### src/rtl/pit_pkg.sv
package pit_pkg;
    localparam int BYTE_W    = 8;
    localparam int CNT_W     = 2 * BYTE_W;
    localparam int ADDR_W    = 2;
    localparam logic [ADDR_W-1:0] CTRL_ADDR = 2'b11;
    localparam logic [1:0] SEL_NONE   = 2'b11;
    localparam logic [1:0] ACC_LO_HI  = 2'b11;
    localparam logic [2:0] MODE_RATE  = 3'b010;

    typedef enum logic [1:0] {
        CH_IDLE,
        CH_LOAD_HI,
        CH_RUN,
        CH_RUN_HI
    } ch_state_e;
endpackage

### src/rtl/pit_bus_decode.sv
module pit_bus_decode
    import pit_pkg::*;
#(
    parameter int NUM_CH = 3
) (
    input  logic              clk,
    input  logic              rst_n,
    input  logic              bus_wr,
    input  logic [ADDR_W-1:0] bus_addr,
    input  logic [BYTE_W-1:0] bus_wdata,
    output logic [NUM_CH-1:0] ctrl_hit,
    output logic [NUM_CH-1:0] data_hit
);
    logic [1:0] sel;
    logic [1:0] acc;
    logic [2:0] mode;
    logic       bcd;
    logic       ctrl_ok;

    assign sel  = bus_wdata[7:6];
    assign acc  = bus_wdata[5:4];
    assign mode = bus_wdata[3:1];
    assign bcd  = bus_wdata[0];

    assign ctrl_ok = bus_wr && (bus_addr == CTRL_ADDR) && (sel != SEL_NONE)
                     && (acc == ACC_LO_HI) && (mode == MODE_RATE) && !bcd;

    for (genvar i = 0; i < NUM_CH; i++) begin : g_hit
        assign ctrl_hit[i] = ctrl_ok && (sel == 2'(i));
        assign data_hit[i] = bus_wr && (bus_addr == ADDR_W'(i));
    end


    ctrl_onehot_chk: assert property (@(posedge clk) disable iff (!rst_n)
        $onehot0(ctrl_hit));


    ctrl_ignored_chk: assert property (@(posedge clk) disable iff (!rst_n)
        (bus_wr && bus_addr == CTRL_ADDR && bus_wdata[7:6] == SEL_NONE) |-> (ctrl_hit == '0));


    data_excl_chk: assert property (@(posedge clk) disable iff (!rst_n)
        $countones(data_hit) <= 1 && (ctrl_hit & data_hit) == '0);
endmodule

### src/rtl/pit_channel.sv
module pit_channel
    import pit_pkg::*;
(
    input  logic              clk,
    input  logic              rst_n,
    input  logic              ctrl_wr,
    input  logic              data_wr,
    input  logic [BYTE_W-1:0] wdata,
    output logic              tick_n
);
    ch_state_e         state_q, state_d;
    logic [BYTE_W-1:0] lo_q;
    logic [CNT_W-1:0]  reload_q, reload_d, cnt_q;
    logic              hi_done, counting;

    assign hi_done  = data_wr && (state_q == CH_LOAD_HI || state_q == CH_RUN_HI);
    assign counting = (state_q == CH_RUN || state_q == CH_RUN_HI);
    assign reload_d = hi_done ? {wdata, lo_q} : reload_q;

    always_comb begin
        state_d = state_q;
        if (ctrl_wr) begin
            state_d = CH_IDLE;
        end else if (data_wr) begin
            unique case (state_q)
                CH_IDLE:    state_d = CH_LOAD_HI;
                CH_LOAD_HI: state_d = CH_RUN;
                CH_RUN:     state_d = CH_RUN_HI;
                CH_RUN_HI:  state_d = CH_RUN;
                default:    state_d = CH_IDLE;
            endcase
        end
    end

    always_ff @(posedge clk or negedge rst_n) begin
        if (!rst_n) state_q <= CH_IDLE;
        else        state_q <= state_d;
    end

    always_ff @(posedge clk or negedge rst_n) begin
        if (!rst_n) begin
            lo_q     <= '0;
            reload_q <= '0;
            cnt_q    <= '0;
        end else if (!ctrl_wr) begin
            if (data_wr && (state_q == CH_IDLE || state_q == CH_RUN))
                lo_q <= wdata;
            reload_q <= reload_d;
            if (state_q == CH_LOAD_HI && data_wr)
                cnt_q <= {wdata, lo_q};
            else if (counting)
                cnt_q <= (cnt_q == CNT_W'(1)) ? reload_d : cnt_q - 1'b1;
        end
    end

    always_comb begin
        unique case (state_q)
            CH_RUN, CH_RUN_HI: tick_n = (cnt_q != CNT_W'(1));
            default:           tick_n = 1'b1;
        endcase
    end


    stop_on_ctrl_chk: assert property (@(posedge clk) disable iff (!rst_n)
        ctrl_wr |=> (state_q == CH_IDLE && tick_n));


    idle_high_chk: assert property (@(posedge clk) disable iff (!rst_n)
        (state_q == CH_IDLE || state_q == CH_LOAD_HI) |-> tick_n);


    start_chk: assert property (@(posedge clk) disable iff (!rst_n)
        (state_q == CH_LOAD_HI && data_wr && !ctrl_wr)
            |=> (state_q == CH_RUN && cnt_q == $past({wdata, lo_q})));


    single_low_chk: assert property (@(posedge clk) disable iff (!rst_n)
        (!tick_n && reload_q != CNT_W'(1) && !data_wr && !ctrl_wr) |=> tick_n);


    decrement_chk: assert property (@(posedge clk) disable iff (!rst_n)
        (counting && cnt_q != CNT_W'(1) && !ctrl_wr && !(state_q == CH_LOAD_HI))
            |=> cnt_q == CNT_W'($past(cnt_q) - 1'b1));
endmodule

### src/rtl/pit_rate_gen.sv
module pit_rate_gen
    import pit_pkg::*;
#(
    parameter int NUM_CH = 3
) (
    input  logic              clk,
    input  logic              rst_n,
    input  logic              bus_wr,
    input  logic [1:0]        bus_addr,
    input  logic [7:0]        bus_wdata,
    output logic [NUM_CH-1:0] chan_out
);
    logic [NUM_CH-1:0] ctrl_hit;
    logic [NUM_CH-1:0] data_hit;

    pit_bus_decode #(.NUM_CH(NUM_CH)) u_dec (
        .clk      (clk),
        .rst_n    (rst_n),
        .bus_wr   (bus_wr),
        .bus_addr (bus_addr),
        .bus_wdata(bus_wdata),
        .ctrl_hit (ctrl_hit),
        .data_hit (data_hit)
    );

    for (genvar c = 0; c < NUM_CH; c++) begin : g_ch
        pit_channel u_ch (
            .clk    (clk),
            .rst_n  (rst_n),
            .ctrl_wr(ctrl_hit[c]),
            .data_wr(data_hit[c]),
            .wdata  (bus_wdata),
            .tick_n (chan_out[c])
        );
    end


    reset_high_chk: assert property (@(posedge clk) $rose(rst_n) |-> (chan_out == '1));
endmodule

### config.mk
export PLATFORM = sky130hd
export DESIGN_NAME = pit_rate_gen
export DESIGN_NICKNAME = d
export VERILOG_FILES = /design/src/rtl/pit_pkg.sv /design/src/rtl/pit_bus_decode.sv /design/src/rtl/pit_channel.sv /design/src/rtl/pit_rate_gen.sv
export SDC_FILE = /design/constraint.sdc
export NUM_CORES = 1
export LEC_CHECK = 0
export ABC_AREA = 1
export ABC_CLOCK_PERIOD_IN_PS = 1700
export BUFFER_PORTS_ARGS = -buffer_cell sky130_fd_sc_hd__buf_2
export CORE_ASPECT_RATIO = 1.4
export CORE_MARGIN = 2
export CORE_UTILIZATION = 32
export DETAILED_ROUTE_END_ITERATION = 6
export GPL_TIMING_DRIVEN = 0
export PLACE_DENSITY_LB_ADDON = 0.08
export SLEW_MARGIN = 15
export SYNTH_ARGS = -nofsm -noshare
export SYNTH_HDL_FRONTEND = slang
export SYNTH_SLANG_ARGS = --single-unit
### constraint.sdc
create_clock -name clk -period 1.7 [get_ports clk]
set_input_delay 0.17 -clock clk [delete_from_list [all_inputs] [get_ports clk]]
set_output_delay 0.17 -clock clk [all_outputs]
set_load 0.02 [all_outputs]
Word level (Yosys, flattened, before mapping):

Index checks and enable logic that the tools add are counted.

* add/subtract/negate cells: 3
* equality and inequality tests: 23
* multiplexer cells: 24
* multipliers: 0
* reductions and logical operators: 53
* bitwise logic cells: 3
* div/mod/pow operators: 0
* order comparisons: 0
* shift operators: 0

Operators with widths (number)
* 16-bit two-way mux: 12
* 16-bit by 1-bit equality test with 1-bit output (second input constant): 3
* 16-bit by 1-bit != test with 1-bit output (second input constant): 3
* 16-bit by 1-bit subtractor with 16-bit output (second input constant): 3
* 2-bit equality test (second input constant): 10
* 1-bit logical AND: 20
* 2-bit case mux with 3 select lines: 3
* 2-bit two-way mux: 6
* 2-bit AND reduction: 6
* 2-bit nonzero test: 6
* 2-bit OR reduction: 6
* 2-bit by 1-bit equality test with 1-bit output (second input constant): 5
* 2-bit zero test: 5
* 1-bit logical OR: 9
* 3-bit by 2-bit equality test with 1-bit output (second input constant): 1
* 1-bit two-way mux: 3
* 1-bit inverter: 3
* 2-bit != test (second input constant): 1
* 1-bit zero test: 1

* input bits: 13
* memory bits (read-only): 0
* logic and storage cells: 118
* memories: 0
* bits in registers: 126
* bits in writable memories: 0
* latch bits: 0

Depth between registers and ports, before layout:

Gate-level depths: netlist of the first run.

* depth after elaboration: 9
* depth in mapped cells: 11
* gate-level depth less buffers: 11

By module:

From an unflattened synthesis of the first run, not the netlist that was laid out.

* cell total of the unflattened synthesis: 1133
* area, all modules: 8495.6 µm²

Modules (own cells, without submodules)
* pit_channel: times used 3, cells each 370, area an instance 2797.7 µm²
* pit_bus_decode: times used 1, cells each 23, area an instance 102.6 µm²

Least setup slack after synthesis of the first run:

No wires, ideal clock.

* kind: reg2reg
* start point: register g_ch[1].u_ch.cnt_q[8]
* end point: register g_ch[1].u_ch.cnt_q[2]
* stages on the path, launching flop included: 10
* data arrival time: 1390 ps
* path slack: 193 ps
* clock period less this slack: 1507 ps
* data required time: 1583 ps
* cells stage by stage: dfrtp_1 -> nor2_1 -> nand2_1 -> nor2_1 -> nand2_2 -> buf_2 -> nor2_1 -> nor2_1 -> nor2_1 -> nor2_1

* cells in the longest elaborated chain, start to end: 4

Ends and longest elaborated chain
* from (decl): RTL line pit_channel.sv:13 `logic [CNT_W-1:0] reload_q, reload_d, cnt_q;`
* from (signal assigned): RTL line pit_channel.sv:50 `cnt_q <= {wdata, lo_q};`
* from (signal assigned): RTL line pit_channel.sv:52 `cnt_q <= (cnt_q == CNT_W'(1)) ? reload_d : cnt_q - 1'b1;`
* 16-bit by 1-bit equality test with 1-bit output: RTL line pit_channel.sv:52
* 16-bit two-way mux: RTL line pit_channel.sv:52
* 16-bit two-way mux: RTL line pit_channel.sv:51 `else if (counting)`
* 16-bit two-way mux: RTL line pit_channel.sv:49 `if (state_q == CH_LOAD_HI && data_wr)`

Every way passes these cells. The select of a mux whose other input is x is not followed.
A chain may end at the register's enable or synchronous reset.

Worst setup path in the final report of the first run:

* start point: register g_ch[1].u_ch.cnt_q[1]
* end point: output port chan_out[1]

* cells in the longest elaborated chain, start to end: 2

Ends and longest elaborated chain
* 16-bit by 1-bit != test with 1-bit output: RTL line pit_channel.sv:58 `CH_RUN, CH_RUN_HI: tick_n = (cnt_q != CNT_W'(1));`
* 1-bit two-way mux: RTL line pit_channel.sv:57 `unique case (state_q)`
* to (decl): RTL line pit_rate_gen.sv:11 `output logic [NUM_CH-1:0] chan_out`

Every way passes these cells.

==> results of run 1 <==
-- stage by stage --
| stage | instance area [µm²] | worst slack (ps) |
|---|---|---|
| 3_3_place_gp | 7735 | -1484 |
| 6_report | 9245 | -51.40 |
| 2_1_floorplan | 7298 | 193.1 |
| 3_5_place_dp | 7772 | -350.7 |
| 5_1_grt | 9245 | -142.0 |
| 4_1_cts | 8956 | -79.83 |
-- Yosys cell counts, drive strengths merged --
cell type    n
a21oi       55
a31oi        1
buf         34
clkbuf       6
dfrtp      126
ha           6
inv        102
nand2      332
nand3       86
nand3b       8
nand4       18
nor2       219
nor3         2
o211ai       1
o21ai       61
or2          1
xnor2        5
xor2         4
-- state kept, by name (all words and copies together) (netlist names) --
register,count
g_ch.u_ch.reload_q,48
g_ch.u_ch.lo_q,24
g_ch.u_ch.cnt_q,48
g_ch.u_ch.state_q,6
-- layout make-up --
class / count / area (µm²) / area share, %
Sequential cell: 126 / 3168 / 34.27
Multi-Input combinational cell: 799 / 3854 / 41.68
Timing Repair Buffer: 74 / 576.8 / 6.239
Clock inverter: 10 / 160.2 / 1.732
Buffer: 36 / 242.7 / 2.626
Inverter: 102 / 392.9 / 4.250
Clock buffer: 22 / 474.2 / 5.129
Tap cell: 301 / 376.6 / 4.074
-- metal layers --
| metal | global-route usage [%] | wire length, µm | vias up |
|---|---|---|---|
| li1 | - | - | 3532 |
| met1 | 22.92 | 9792 | 3323 |
| met2 | 37.99 | 12460 | 122 |
| met3 | 3.056 | 558 | 38 |
| met4 | 8.174 | 605 | 0 |
| met5 | 0 | 0 | - |
-- timing repair --
action                                  in CTS  in global routing
hold buffers                                 1                  0
endpoints found under the setup margin      42                 53
gates resized for setup                     83                 55
setup buffers                               43                 19
hold endpoints to repair                    31                  0
pin swaps                                   18                 13
-- path summary, 6_finish.rpt --
kind                                                       start                                    end  slack, ps  depth (start not counted)
max                            g_ch[1].u_ch.cnt_q[1]$_DFFE_PN0P_                            chan_out[1]        -50                          8
min                                                 bus_wdata[0]       g_ch[1].u_ch.lo_q[0]$_DFFE_PN0P_        110                          3
max reg2reg                    g_ch[1].u_ch.cnt_q[1]$_DFFE_PN0P_      g_ch[1].u_ch.cnt_q[8]$_DFFE_PN0P_         50                         10
min reg2reg                g_ch[0].u_ch.reload_q[13]$_DFFE_PN0N_  g_ch[0].u_ch.reload_q[13]$_DFFE_PN0N_        470                          2
max in group asynchronous                                  rst_n      g_ch[0].u_ch.cnt_q[2]$_DFFE_PN0P_        680                          3
min in group asynchronous                                  rst_n      g_ch[1].u_ch.cnt_q[1]$_DFFE_PN0P_        190                          2
-- worst max-delay path, stage by stage (launching register included) --
cell,delay [ps]
dfrtp_1,400
inv_2,90
ha_4,140
nand3_2,70
nor2_2,90
nand2_2,80
inv_2,80
nand2_4,60
buf_6,130
-- report_power, final --
part	internal, µW	switching [µW]	leakage (µW)
combinational	2350	3160	0.00274
sequential	4230	925	0.00153
clock	2570	1410	0.000310
-- cell families (layout without fill, tap and decap cells) --
logic type | count (synthesis) | count (layout) | synth area share [%]
simple gates | 666 | 666 | 37.61
buf+inv | 142 | 244 | 8.469
flops | 126 | 126 | 43.20
compound gates | 118 | 118 | 8.606
xor+xnor | 9 | 9 | 1.080
fa+ha+maj | 6 | 6 | 1.029
==> impl_metrics.json, run 1 <==
{
  "dieArea_um2": 24050,
  "fin_util_pct": 41.19,
  "cp.required_ps": 1530,
  "dr_total_vias": 7015,
  "ys_ff_latch": 126,
  "synth_nets": 1086,
  "area_growth_pct": 26.68,
  "wl_per_cell_um": 15.93,
  "pin_count": 16,
  "crit_type": "register to output pin",
  "cp.arrival_ps": 1580,
  "hpwl_um": 16420,
  "routed_wirelength_um": 23420,
  "syn_inst": 1067,
  "relSlewSlack_pct": 58.79,
  "layout.nets": 1175,
  "overflow": 0,
  "rows": 65,
  "drc": 0,
  "finalWeightedCongestion": 0.8015,
  "port_buffers": 12,
  "clk_pin_slew_worst_paths_ps": 60,
  "fin_crit_sh_pct": 103.0,
  "skew_ps": 11.22,
  "worst_slew_pin_slew_ps": 615.9,
  "synth-warning-count": 0,
  "tritoncts": "yes",
  "die_w_um": 131.6,
  "p_per_area_nw_per_um2": 1583,
  "dieHeight_um": 182.7,
  "fmax_ghz": 0.5710,
  "ir_worst_vdd_v": 0.0008395,
  "hold_path.class": "primary input to register",
  "cts_sinks": 126,
  "end_kind": "output pin",
  "holdWs_ps": 108.4,
  "leakage_uw": 0.004587,
  "syn_avg_cell_area_um2": 6.840,
  "start_util_pct": 32.51,
  "antenna_found_initial": 0,
  "clk_path_buf_depth": 2,
  "track_usage_pct": 20.27,
  "place_inst": 1381,
  "cp-start-kind": "register",
  "final_antenna_net_count": 0,
  "finalSetupViolCount": 3,
  "drt-initial-drc-count": 349,
  "synth_top_area_share_pct": 43.20,
  "syn_area_um2": 7298,
  "synth_area_leaders": "dfrtp_1, nand2_1, nor2_1",
  "grt_pass1_wl_um": 37610,
  "grt_pass1_vias": 7076,
  "core_area_um2": 22450,
  "cts-root-buf": "clkbuf_16",
  "htreeDepth": 4,
  "layout-drive-gt1-share_pct": 20.87,
  "ys_seq_area_share_pct": 43.20,
  "cts_buffers": 17,
  "final_common_cell": "nand2_1",
  "insertion_delay_ps": 430,
  "diodes": 0,
  "synth_cell_type_count": 32,
  "violations": "setup timing",
  "maxCapViolations": 0,
  "finalMaxSlewViolations": 0,
  "power_uw": 14640,
  "drtPass1Iterations": 5,
  "setup_tns_ps": -117.4,
  "finalCriticalPeriod_ps": 1751,
  "hold_viol": 0,
  "via_per_inst": 4.772,
  "setup_slack_ps": -51.40,
  "grt_max_degree": 96,
  "critical_path.max_fanout": 2,
  "fillCellCount": 2387,
  "status": "finished with violations",
  "final_cell_mix": "nand2_1, nor2_1, dfrtp_1",
  "fin_cells": 1470,
  "rsz0062_at_grt": "true",
  "yosys.area.top_type": "dfrtp_1"
}
Power figures use the tool's default switching activity.
==> run 2: changes to the inputs <==
--- a/config.mk
+++ b/config.mk
@@ -5,12 +5,12 @@
 export SDC_FILE = /design/constraint.sdc
 export NUM_CORES = 1
 export LEC_CHECK = 0
-export ABC_AREA = 1
 export ABC_CLOCK_PERIOD_IN_PS = 1700
 export BUFFER_PORTS_ARGS = -buffer_cell sky130_fd_sc_hd__buf_2
-export CORE_ASPECT_RATIO = 1.4
+export CORE_ASPECT_RATIO = 0.8
 export CORE_MARGIN = 2
 export CORE_UTILIZATION = 32
+export CTS_BUF_LIST = sky130_fd_sc_hd__clkbuf_4 sky130_fd_sc_hd__clkbuf_8 sky130_fd_sc_hd__clkbuf_16
 export DETAILED_ROUTE_END_ITERATION = 6
 export GPL_TIMING_DRIVEN = 0
 export PLACE_DENSITY_LB_ADDON = 0.08
==> run 2 against run 1 <==
Against the previous run: the flow still finishes with violations (setup timing); worst hold slack got worse by 16 ps; via count fell by 12%; flip-flop and latch count unchanged; synthesized cell count decreased by 31%; area after synthesis is 2.7% lower; critical endpoint unchanged; clock power shrank 2%; worst setup slack worse by 520 ps; critical path type unchanged; sequential power rose by 4.3%; maximum frequency fell by 23%; total power decreased by 4.8%; die area decreased by 2.7%.
==> impl_metrics.json, run 2 <==
{
  "cell_internal_pwr_uw": 9047,
  "die_w_um": 170.5,
  "routed_wirelength_um": 22660,
  "cts-root-buf": "clkbuf_16",
  "area_growth_pct": 32.88,
  "ir_worst_vdd_v": 0.0006533,
  "ff_latch_area_um2": 3179,
  "port_buffers": 9,
  "dr_total_vias": 6208,
  "ys_ff_latch": 126,
  "finalCriticalPeriod_ps": 2267,
  "syn_inst": 737,
  "multi_input_area_um2": 4169,
  "drtPass1Iterations": 6,
  "synth_top_family_by_area": "simple AND/OR/NAND/NOR gates",
  "ys.flop_type": "dfrtp_1",
  "clkPwrFrac_pct": 28.1,
  "p_seq_share_pct": 38.6,
  "met1_usage_pct": 28.15,
  "p_sw_uw": 4890,
  "rows": 48,
  "synth_area_leaders": "dfrtp_1, mux2_2, nand2_1",
  "worst_slew_pin_slew_ps": 714.4,
  "synthArstFlopShare_pct": 100.0,
  "finalWeightedCongestion": 0.8288,
  "insertion_delay_ps": 430,
  "synth_simple_gate_area_share_pct": 22.64,
  "grt.met3_usage_pct": 3.849,
  "final_antenna_net_count": 0,
  "grt_max_degree": 81,
  "crit_type": "register to output pin",
  "hold_path.class": "primary input to register",
  "cp.arrival_ps": 2100,
  "combPwrFrac_pct": 33.3,
  "synth_edf_count": 0,
  "place_ws_ps": -876.3,
  "yosys.area_share.adder_pct": 1.057,
  "cp-start-kind": "register",
  "layout-drive-gt1-share_pct": 38.08,
  "grt_util_met2_pct": 31.44,
  "critical_path.max_fanout": 4,
  "pin_count": 16,
  "synth-warning-count": 0,
  "core_area_um2": 21680,
  "clk_path_buf_depth": 2,
  "via_per_inst": 5.427,
  "final_cell_mix": "nand2_1, dfrtp_1, buf_4",
  "fin_util_pct": 43.52,
  "drt-initial-drc-count": 432,
  "p_per_area_nw_per_um2": 1477,
  "maxCapViolations": 0,
  "grt_pass1_wl_um": 35400,
  "synth_top_area_share_pct": 44.41,
  "cp.required_ps": 1530,
  "overflow": 0,
  "synth-compound-area-share_pct": 15.40,
  "status": "finished with violations",
  "dieArea_um2": 23400,
  "cpPeakStageDelay_ps": 510,
  "final_common_cell": "nand2_1",
  "rsz0062_at_grt": "true",
  "tritoncts": "yes",
  "syn_area_um2": 7101,
  "fin_crit_sh_pct": 133.4,
  "leakage_uw": 0.003996,
  "power_switching_share_pct": 35.09,
  "grt_pass1_vias": 6055,
  "synth_xor_area_share_pct": 3.066,
  "hold_viol": 0,
  "setup_slack_ps": -567.0,
  "finalSetupViolCount": 50,
  "fmax_ghz": 0.4411,
  "hpwl_um": 14150,
  "synth_common_cells": "nand2_1, dfrtp_1, nor2_1, mux2_2",
  "synth_cell_type_count": 86,
  "cp_cell_sequence": "nor4_4 > nand4b_4 > or4_4 > buf_6",
  "violations": "setup timing",
  "end_kind": "output pin",
  "reg.largest.list": "g_ch.u_ch.cnt_q: 48 flops, g_ch.u_ch.reload_q: 48 flops, g_ch.u_ch.lo_q: 24 flops",
  "post-synth-top-count-cell": "nand2_1",
  "antenna_found_initial": 1,
  "ys_seq_area_share_pct": 44.41,
  "htreeDepth": 4,
  "finalMaxSlewViolations": 0,
  "syn_avg_cell_area_um2": 9.634,
  "slowest_stage": "or4_4",
  "holdWs_ps": 92.29,
  "track_usage_pct": 20.19,
  "layout.nets": 849,
  "start_util_pct": 32.75,
  "clk_pin_slew_worst_paths_ps": 60,
  "fillCellCount": 2080,
  "yosys.area.top_type": "dfrtp_1",
  "busiest_layer": "met2",
  "muxShareOfSynthArea_pct": 9.198,
  "cts_buffers": 17,
  "wl_per_cell_um": 19.81,
  "dieHeight_um": 137.2,
  "synth_nets": 756,
  "drc": 0,
  "skew_ps": 10.25,
  "relSlewSlack_pct": 52.37,
  "cts_sinks": 126
}
## run 2: changes by cell type in the layout (fill, tap and decap cells not counted), sizes merged, moves of 13 or more
cell	delta
nor4	+13
nor3	+15
o211ai	+14
mux2	+52
a21oi	-25
nor2	-163
o21ai	-30
a31oi	+17
nand3	-71
inv	-86
nand2	-194
## run 2: power groups by stage
stage               Clock, µW  Sequential, µW  Combinational [µW]
floorplan                   0            5010                2760
global placement            0            5260                3410
detailed placement          0            5300                3490
CTS                      3970            5320                4240
global route             4110            5540                5100
finish                   3910            5380                4650
## run 2: per-stage QoR
stage / instances / total power [µW] / TNS (ps) / cell area, µm²
finish: 1144 / 13940 / -11600 / 9435
global route: 1144 / 14760 / -15640 / 9435
CTS: 1124 / 13520 / -9958 / 9091
floorplan: 737 / 7777 / -2616 / 7214
global placement: 1046 / 8665 / -211840 / 7635
detailed placement: 1047 / 8791 / -35260 / 7672
## run 2: what timing repair did
action                                  4_1_cts  5_1_grt
setup buffers                                48       22
gates resized for setup                     111       51
hold endpoints to repair                     46        0
hold buffers                                  1        0
endpoints found under the setup margin       63       65
gates cloned                                  4        0
pin swaps                                    45       32
## run 2: worst max-delay path: cells and delay by family, from the launching register on
| kind | cells | cell delay (ps) |
|---|---|---|
| buffers and inverters | 1 | 150 |
| DFF | 1 | 460 |
| and+or+nand+nor | 3 | 1060 |
## run 2: kinds of logic after synthesis
group,Yosys count
simple gates,301
compound gates,161
flops,126
buf+inv,61
mux,58
xor+xnor,24
fa+ha+maj,6
## run 2: final timing paths
| check | startpoint | endpoint | slack [ps] | cells after the start |
|---|---|---|---|---|
| max | g_ch[1].u_ch.cnt_q[11]$_DFFE_PN0P_ | chan_out[1] | -570 | 4 |
| min | bus_wdata[0] | g_ch[2].u_ch.lo_q[0]$_DFFE_PN0P_ | 90 | 2 |
| max reg2reg | g_ch[1].u_ch.cnt_q[2]$_DFFE_PN0P_ | g_ch[1].u_ch.cnt_q[9]$_DFFE_PN0P_ | -550 | 6 |
| min reg2reg | g_ch[1].u_ch.reload_q[15]$_DFFE_PN0N_ | g_ch[1].u_ch.reload_q[15]$_DFFE_PN0N_ | 470 | 2 |
| max in group asynchronous | rst_n | g_ch[0].u_ch.cnt_q[2]$_DFFE_PN0P_ | 700 | 3 |
| min in group asynchronous | rst_n | g_ch[2].u_ch.cnt_q[12]$_DFFE_PN0P_ | 230 | 2 |
## run 2: final cells by class
class	instances	share of cell area, %
multi-input cells	551	44.19
flip-flops and latches	126	33.70
repair buffers	83	8.010
clock buffers	20	4.946
well taps	300	3.978
plain buffers	38	2.931
clock inverters	12	1.684
inverters	13	0.5437
diodes	1	0.02652
## run 2: per-layer routing
metal	vias up	routed length [µm]
li1	2875	-
met1	3149	10750
met2	152	10540
met3	32	945
met4	0	433
met5	-	0
==> run 3: changes to the inputs <==
--- a/config.mk
+++ b/config.mk
@@ -9,11 +9,12 @@
 export BUFFER_PORTS_ARGS = -buffer_cell sky130_fd_sc_hd__buf_2
 export CORE_ASPECT_RATIO = 0.8
 export CORE_MARGIN = 2
-export CORE_UTILIZATION = 32
+export CORE_UTILIZATION = 23
 export CTS_BUF_LIST = sky130_fd_sc_hd__clkbuf_4 sky130_fd_sc_hd__clkbuf_8 sky130_fd_sc_hd__clkbuf_16
 export DETAILED_ROUTE_END_ITERATION = 6
 export GPL_TIMING_DRIVEN = 0
 export PLACE_DENSITY_LB_ADDON = 0.08
+export SKIP_CTS_REPAIR_TIMING = 1
 export SLEW_MARGIN = 15
 export SYNTH_ARGS = -nofsm -noshare
 export SYNTH_HDL_FRONTEND = slang
==> run 3 against run 2 <==
Against the previous run: the run still ends with setup timing left; combinational power fell by 8.0%; register-to-register slack worse by 40 ps; clock power decreased by 5.1%; total power fell by 3.5%; global-route usage fell by 5.3 points; highest routed layer unchanged; non-clock buffer count decreased by 5; largest cell class unchanged; largest power group unchanged.
==> impl_metrics.json, run 3 (synthesis gave the netlist of run 2 again) <==
{
  "dieArea_um2": 32300,
  "clk_pin_slew_worst_paths_ps": 60,
  "routed_wirelength_um": 24280,
  "hold_viol": 0,
  "final_cell_mix": "nand2_1, dfrtp_1, buf_4",
  "grt_pass1_vias": 5962,
  "slowest_stage": "or4_4",
  "dr_total_vias": 6093,
  "layout-drive-gt1-share_pct": 36.56,
  "hpwl_um": 15630,
  "pin_count": 16,
  "wl_per_cell_um": 19.42,
  "place_ws_ps": -835.6,
  "tritoncts": "yes",
  "critPathBufInv": 2,
  "dieHeight_um": 161.2,
  "die_w_um": 200.4,
  "htreeDepth": 4,
  "end_kind": "output pin",
  "cp.arrival_ps": 2150,
  "diodes": 0,
  "fillCellCount": 3164,
  "ir_worst_vdd_v": 0.0006423,
  "finalWeightedCongestion": 0.7792,
  "crit_type": "register to output pin",
  "clk_path_buf_depth": 2,
  "hold_path.class": "primary input to register",
  "fmax_ghz": 0.4305,
  "area_growth_pct": 32.86,
  "dpl_cell_area_um2": 7814,
  "grt_pass1_wl_um": 36720,
  "drt-initial-drc-count": 399,
  "rsz0062_at_grt": "true",
  "final_antenna_net_count": 0,
  "cp_cell_sequence": "inv_2 > ha_4 > or4b_4 > or4_4 > buf_6",
  "via_per_inst": 4.874,
  "cts_buffers": 17,
  "reg.largest.list": "g_ch.u_ch.cnt_q: 48 flops, g_ch.u_ch.reload_q: 48 flops, g_ch.u_ch.lo_q: 24 flops",
  "cp.required_ps": 1530,
  "fin_area_um2": 9434,
  "fin_util_pct": 31.05,
  "violations": "setup timing",
  "cpPeakStageDelay_ps": 500,
  "rows": 57,
  "p_per_area_nw_per_um2": 1425,
  "layout.nets": 844,
  "track_usage_pct": 14.93,
  "holdWs_ps": 90.08,
  "port_buffers": 9,
  "fin_cells": 1250,
  "start_util_pct": 23.37,
  "worst_slew_pin_slew_ps": 887.9,
  "finalCriticalPeriod_ps": 2323,
  "cts-root-buf": "clkbuf_16",
  "critical_path.max_fanout": 3,
  "cts_sinks": 126,
  "finalMaxSlewViolations": 0,
  "overflow": 0,
  "final_common_cell": "nand2_1",
  "skew_ps": 12.20,
  "finalSetupViolCount": 51,
  "cp-start-kind": "register",
  "drtPass1Iterations": 5,
  "fin_crit_sh_pct": 136.6,
  "antenna_found_initial": 0,
  "maxCapViolations": 0,
  "status": "finished with violations",
  "grt_max_degree": 97,
  "relSlewSlack_pct": 40.81,
  "insertion_delay_ps": 430,
  "drc": 0,
  "core_area_um2": 30380,
  "setup_slack_ps": -622.8,
  "leakage_uw": 0.003977,
  "place_inst": 1160,
  "crit_family": "simple AND/OR/NAND/NOR gates"
}
## run 3: cell types whose count changed in the layout (fill, tap and decap cells not counted), moves of 3 or more
cell | before | now
clkbuf_4 | 4 | 12
o21ai_1 | 8 | 4
clkinv_4 | 3 | 0
buf_6 | 23 | 17
nand2_2 | 6 | 3
dfrtp_2 | 21 | 14
dfrtp_1 | 105 | 112
## run 3: worst paths after layout
path / start / to / slack (ps) / cells past startpoint
worst max-delay path: g_ch[1].u_ch.cnt_q[1]$_DFFE_PN0P_ / chan_out[1] / -620 / 5
worst min-delay path: bus_wdata[0] / g_ch[0].u_ch.lo_q[0]$_DFFE_PN0P_ / 90 / 2
worst max register to register: g_ch[1].u_ch.cnt_q[2]$_DFFE_PN0P_ / g_ch[1].u_ch.cnt_q[9]$_DFFE_PN0P_ / -590 / 6
worst min register to register: g_ch[2].u_ch.reload_q[0]$_DFFE_PN0N_ / g_ch[2].u_ch.reload_q[0]$_DFFE_PN0N_ / 470 / 2
max in group asynchronous: rst_n / g_ch[1].u_ch.cnt_q[3]$_DFFE_PN0P_ / 690 / 3
min in group asynchronous: rst_n / g_ch[2].u_ch.reload_q[2]$_DFFE_PN0N_ / 180 / 2
## run 3: stage by stage
stage	setup TNS, ps	power, µW
finish	-12590	13440
global route	-18220	14330
CTS	-26790	12610
detailed placement	-39350	8852
global placement	-221840	8743
floorplan	-2616	7777
## run 3: worst reg2reg max path, stage by stage (launching register included)
cell,delay [ps]
dfrtp_1,370
buf_6,140
or4_4,590
or4_4,450
xnor2_2,140
o21ba_1,180
o32a_4,310
## run 3: layout make-up
| cell class | count | area [µm²] | share of cell area (%) |
|---|---|---|---|
| multi-input combinational | 551 | 4164 | 44.14 |
| sequential | 126 | 3171 | 33.61 |
| timing repair buffer | 77 | 669.4 | 7.095 |
| tap | 413 | 516.7 | 5.477 |
| clock buffer | 24 | 490.5 | 5.199 |
| buffer | 39 | 281.5 | 2.984 |
| clock inverter | 7 | 87.58 | 0.9284 |
| inverter | 13 | 53.80 | 0.5703 |
## run 3: power by group
part	leakage, µW	internal, µW	switching (µW)	total [µW]
sequential	0.00147	4200	1250	5450
clock	0.000291	2300	1410	3710
combinational	0.00221	2190	2080	4280
total	0.00398	8700	4750	13400
## run 3: per-layer routing
layer,track usage [%],share of wire [%],up-vias
met4,3.636,0.99,0
met2,22.76,45,107
met3,2.724,2.9,16
li1,-,-,2862
met5,0,0,-
met1,21.80,51,3108
